==> src/rtl/acc_alu_pkg.sv <==
package acc_alu_pkg;
  localparam int OP_COUNT = 11;
  localparam int SEL_W    = $clog2(OP_COUNT);

  typedef enum logic [SEL_W-1:0] {
    OP_LOAD = 4'd0,
    OP_ADD  = 4'd1,
    OP_SUB  = 4'd2,
    OP_AND  = 4'd3,
    OP_OR   = 4'd4,
    OP_COM  = 4'd5,
    OP_INC  = 4'd6,
    OP_LSR  = 4'd7,
    OP_LSL  = 4'd8,
    OP_ASR  = 4'd9,
    OP_CMP  = 4'd10
  } alu_op_e;
endpackage

==> src/rtl/acc_alu_arith.sv <==
module acc_alu_arith
  import acc_alu_pkg::*;
#(
  parameter int WIDTH = 8
) (
  input  logic [WIDTH-1:0] acc_i,
  input  logic [WIDTH-1:0] idx_i,
  input  logic [WIDTH-1:0] data_i,
  input  logic [SEL_W-1:0] op_i,
  output logic [WIDTH-1:0] sum_o,
  output logic             flag_o
);
  localparam int EXT_W = WIDTH + 1;

  logic [WIDTH-1:0] a_opnd;
  logic [WIDTH-1:0] b_opnd;
  logic             cin;
  logic [EXT_W-1:0] wide;

  // One shared adder: subtract and compare use a + ~b + 1.
  always_comb begin
    a_opnd = acc_i;
    b_opnd = data_i;
    cin    = 1'b0;
    case (op_i)
      OP_SUB: begin b_opnd = ~data_i; cin = 1'b1; end
      OP_CMP: begin a_opnd = idx_i; b_opnd = ~data_i; cin = 1'b1; end
      OP_INC: begin b_opnd = '0; cin = 1'b1; end
      default: ;
    endcase
  end

  assign wide  = {1'b0, a_opnd} + {1'b0, b_opnd} + {{WIDTH{1'b0}}, cin};
  assign sum_o = wide[WIDTH-1:0];

  // Borrow is the inverse of the adder carry when subtracting.
  always_comb begin
    case (op_i)
      OP_ADD:         flag_o = wide[WIDTH];
      OP_SUB, OP_CMP: flag_o = ~wide[WIDTH];
      default:        flag_o = 1'b0;
    endcase
  end
endmodule

==> src/rtl/acc_alu_logic.sv <==
module acc_alu_logic #(
  parameter int WIDTH = 8
) (
  input  logic [WIDTH-1:0] acc_i,
  input  logic [WIDTH-1:0] data_i,
  output logic [WIDTH-1:0] and_o,
  output logic [WIDTH-1:0] or_o,
  output logic [WIDTH-1:0] not_o
);
  assign and_o = acc_i & data_i;
  assign or_o  = acc_i | data_i;
  assign not_o = ~acc_i;
endmodule

==> src/rtl/acc_alu_shift.sv <==
module acc_alu_shift #(
  parameter int WIDTH = 8
) (
  input  logic [WIDTH-1:0] acc_i,
  output logic [WIDTH-1:0] lsr_o,
  output logic [WIDTH-1:0] lsl_o,
  output logic [WIDTH-1:0] asr_o,
  output logic             low_out_o,
  output logic             high_out_o
);
  localparam int MSB = WIDTH - 1;

  for (genvar i = 0; i < WIDTH; i++) begin : g_bit
    if (i == MSB) begin : g_top
      assign lsr_o[i] = 1'b0;
      assign asr_o[i] = acc_i[MSB];
    end else begin : g_mid
      assign lsr_o[i] = acc_i[i+1];
      assign asr_o[i] = acc_i[i+1];
    end
    if (i == 0) begin : g_low
      assign lsl_o[i] = 1'b0;
    end else begin : g_up
      assign lsl_o[i] = acc_i[i-1];
    end
  end

  assign low_out_o  = acc_i[0];
  assign high_out_o = acc_i[MSB];
endmodule

==> src/rtl/acc_alu.sv <==
module acc_alu
  import acc_alu_pkg::*;
#(
  parameter int WIDTH = 8
) (
  input  logic [WIDTH-1:0] data_i,
  input  logic [WIDTH-1:0] acc_i,
  input  logic [WIDTH-1:0] idx_i,
  input  logic [SEL_W-1:0] op_i,
  output logic [WIDTH-1:0] result_o,
  output logic             carry_o,
  output logic             zero_o
);
  logic [WIDTH-1:0] sum_w, and_w, or_w, not_w, lsr_w, lsl_w, asr_w;
  logic             arith_c, low_out, high_out;

  acc_alu_arith #(.WIDTH(WIDTH)) u_arith (
    .acc_i(acc_i), .idx_i(idx_i), .data_i(data_i), .op_i(op_i),
    .sum_o(sum_w), .flag_o(arith_c)
  );

  acc_alu_logic #(.WIDTH(WIDTH)) u_logic (
    .acc_i(acc_i), .data_i(data_i),
    .and_o(and_w), .or_o(or_w), .not_o(not_w)
  );

  acc_alu_shift #(.WIDTH(WIDTH)) u_shift (
    .acc_i(acc_i), .lsr_o(lsr_w), .lsl_o(lsl_w), .asr_o(asr_w),
    .low_out_o(low_out), .high_out_o(high_out)
  );

  always_comb begin
    result_o = '0;
    carry_o  = 1'b0;
    case (op_i)
      OP_LOAD: result_o = data_i;
      OP_ADD, OP_SUB, OP_INC, OP_CMP: begin
        result_o = sum_w;
        carry_o  = arith_c;
      end
      OP_AND:  result_o = and_w;
      OP_OR:   result_o = or_w;
      OP_COM:  begin result_o = not_w; carry_o = 1'b1; end
      OP_LSR:  begin result_o = lsr_w; carry_o = low_out;  end
      OP_LSL:  begin result_o = lsl_w; carry_o = high_out; end
      OP_ASR:  begin result_o = asr_w; carry_o = low_out;  end
      default: begin result_o = '0; carry_o = 1'b0; end
    endcase
  end

  assign zero_o = ~|result_o;
endmodule

==> config.mk <==
export PLATFORM = sky130hd
export DESIGN_NAME = acc_alu
export DESIGN_NICKNAME = d
export VERILOG_FILES = /design/src/rtl/acc_alu_pkg.sv /design/src/rtl/acc_alu_arith.sv /design/src/rtl/acc_alu_logic.sv /design/src/rtl/acc_alu_shift.sv /design/src/rtl/acc_alu.sv
export SDC_FILE = /design/constraint.sdc
export NUM_CORES = 1
export LEC_CHECK = 0
export ABC_CLOCK_PERIOD_IN_PS = 11000
export BUFFER_PORTS_ARGS = -buffer_cell sky130_fd_sc_hd__buf_4
export CORE_MARGIN = 2
export CORE_UTILIZATION = 59
export DETAILED_ROUTE_END_ITERATION = 6
export PLACE_DENSITY = 0.91
export SYNTH_ARGS = -nofsm -noshare
export SYNTH_HDL_FRONTEND = slang
export SYNTH_SLANG_ARGS = --single-unit
==> constraint.sdc <==
create_clock -name vclk -period 11
set_clock_uncertainty 0.1 [all_clocks]
set_input_delay 2.2 -clock vclk [all_inputs]
set_output_delay 2.2 -clock vclk [all_outputs]
set_load 0.005 [all_outputs]
==> results.ini <==
[status]
outcome = completed

[cells_and_area]
antennaDiodeCount = 0
nClkBuffers = 0
flops_and_latches = 0
register_area_um2 = 0
multi_input_area_um2 = 1070
drive_gt1_frac = 0.250
fin_util = 0.748
fillers = 151
fin_nets = 239
area_growth_pct = 23.2

[worst_setup_path]
cp-startpoint = op_i[3]
crit_type = in -> out
cp-end-kind = primary output
crit_slowest_cell = nor2b_1
cp-start-kind = input port
cpPeakStageDelay_ns = 0.68
arrival_ns = 6.18
cp_cell_sequence = buf_4, nor2b_1, and2_1, mux2i_1, fa_1, inv_1, fa_1, a211oi_1, o21bai_1, a21oi_1, xor2_1, o221ai_1, nor4_2, buf_4
worst_ep_required_time_ns = 8.70
crit_fanout = 15

[sta]
worst_slew_pin_slew_ns = 0.810
clock.fmax_mhz = 118
fin_tns_setup_ns = 0
rsz0062_at_grt = false
layout_min_cycle_time_ns = 8.48
setup_violations = 0
post-route-period-util = 0.771
hold_violations = 0
max-slew-margin-rel = 0.459
slew_violations = 0

[placement]
place.gp.congestion = 0.943
dpl.hpwl_um = 2870
io_buffers = 38

[worst_hold_path]
hold_path.startpoint = acc_i[5]
min_path_type = in -> out

[flow_run]
timing.max_cap.violations = 0

[global_routing]
track_usage = 0.341
grt_pass1_vias = 1285
grt_antenna_before_repair = 0
grt_max_degree = 23
grt_pass1_wl_um = 5750
grt-ovfl-total = 0

[power]
p_comb_frac = 1.000
p_leak_nw = 0.603
seqPwrFrac = 0
switching_power_mw = 0.0420
power_frac_clock = 0
power_density_nw_per_um2 = 54.7
vdd_drop_max_uv = 33.8
p_int_mw = 0.0357
switching_share = 0.541

[route]
wl_met3_um = 317
num_vias = 1522
wl_per_cell_um = 16.6
via_per_inst = 6.70
drt_first_pass_iters = 5
initialDrtViolationCount = 99
dr.max_layer_used = met4
drt-total-wl_um = 3760
wl_met1_um = 1510
wl_met2_um = 1800
postRouteAntennaNets = 0
drc = 0

[clocking]
ctsResizeCount = 0
cts_hold_buffers = 0
postCtsSetupRepairBufs = 0

[synth]
syn_area_um2 = 1150
syn_inst = 172
ys_seq_area_frac = 0
synth.distinct_cells = 49
yosys_warnings = 0
avgSynthCellArea_um2 = 6.71
synth.net_count = 209

[floorplanning]
dieArea_um2 = 2330
dieHeight_um = 48.2
pin_count = 38
die_w_um = 48.2
row_count = 16
core_um2 = 1900
initial_utilization = 0.607

==> critical path, delay by kind of cell <==
| family | cells | cell delay, ns |
|---|---|---|
| mux | 1 | 0.29 |
| xor+xnor | 1 | 0.24 |
| fa+ha+maj | 2 | 0.64 |
| buf+inv | 3 | 0.38 |
| compound gates | 4 | 0.92 |
| simple gates | 3 | 1.50 |
==> kinds of logic after synthesis <==
logic type	share of synthesized area
fa+ha+maj	0.111
simple gates	0.293
xor+xnor	0.0228
mux	0.0563
buf+inv	0.0769
compound gates	0.441
==> per-layer routing <==
metal  GRT usage  up-vias
li1            -      723
met1       0.458      677
met2       0.550      104
met3      0.0222       18
met4       0.168        0
met5           0        -
==> worst paths after layout <==
check     endpoint  slack, ns  cells past startpoint
max         zero_o       2.52                     14
min    result_o[4]       4.65                      4
==> final cells by class <==
cell class,count,share of cell area
Tap cell,27,0.0237
Inverter,10,0.0264
Multi-Input combinational cell,152,0.749
Timing Repair Buffer,38,0.201
==> Yosys cell counts, types with 5 or more instances <==
cell / n / area (µm²)
inv_1: 10 / 37.5
nand2_1: 19 / 71.3
nor3b_1: 5 / 37.5
a21oi_1: 11 / 55.1
ha_1: 7 / 87.6
buf_2: 5 / 25.0
nor2b_1: 6 / 37.5
a211oi_1: 5 / 37.5
o21ai_0: 19 / 95.1
nor3_1: 8 / 40.0
nor2_1: 9 / 33.8
==> power by group through the flow <==
stage | Clock (mW) | Combinational, mW | Sequential (mW)
floorplan | 0 | 0.0471 | 0
global placement | 0 | 0.0729 | 0
detailed placement | 0 | 0.0760 | 0
CTS | 0 | 0.0764 | 0
global route | 0 | 0.0853 | 0
finish | 0 | 0.0778 | 0
==> placed cells by master, fill, tap and decap left out, types with 3 or more instances in the layout <==
cell type / instances
buf_4: 38
nand2_1: 19
o21ai_0: 19
a21oi_1: 11
inv_1: 10
nor2_1: 9
nor3_1: 8
ha_1: 7
nor2b_1: 6
nor3b_1: 5
a211oi_1: 5
mux2_2: 4
a22oi_1: 4
a32oi_1: 4
a31oi_1: 4
a21o_1: 3
nand3_1: 3
a221oi_1: 3
==> metrics by stage <==
| stage | std cells | hold slack (ns) | area [µm²] | power [mW] | setup slack (ns) |
|---|---|---|---|---|---|
| final | 227 | 4.65 | 1420 | 0.0778 | 2.52 |
| after global routing | 227 | 4.69 | 1420 | 0.0853 | 2.23 |
| after CTS | 227 | 4.65 | 1420 | 0.0764 | 2.58 |
| after detailed placement | 227 | 4.65 | 1420 | 0.0760 | 2.58 |
| after global placement | 227 | 4.64 | 1420 | 0.0729 | 2.84 |
| after floorplan | 172 | 4.41 | 1150 | 0.0471 | 3.55 |
No activity file was read; power rests on OpenSTA's default activity.
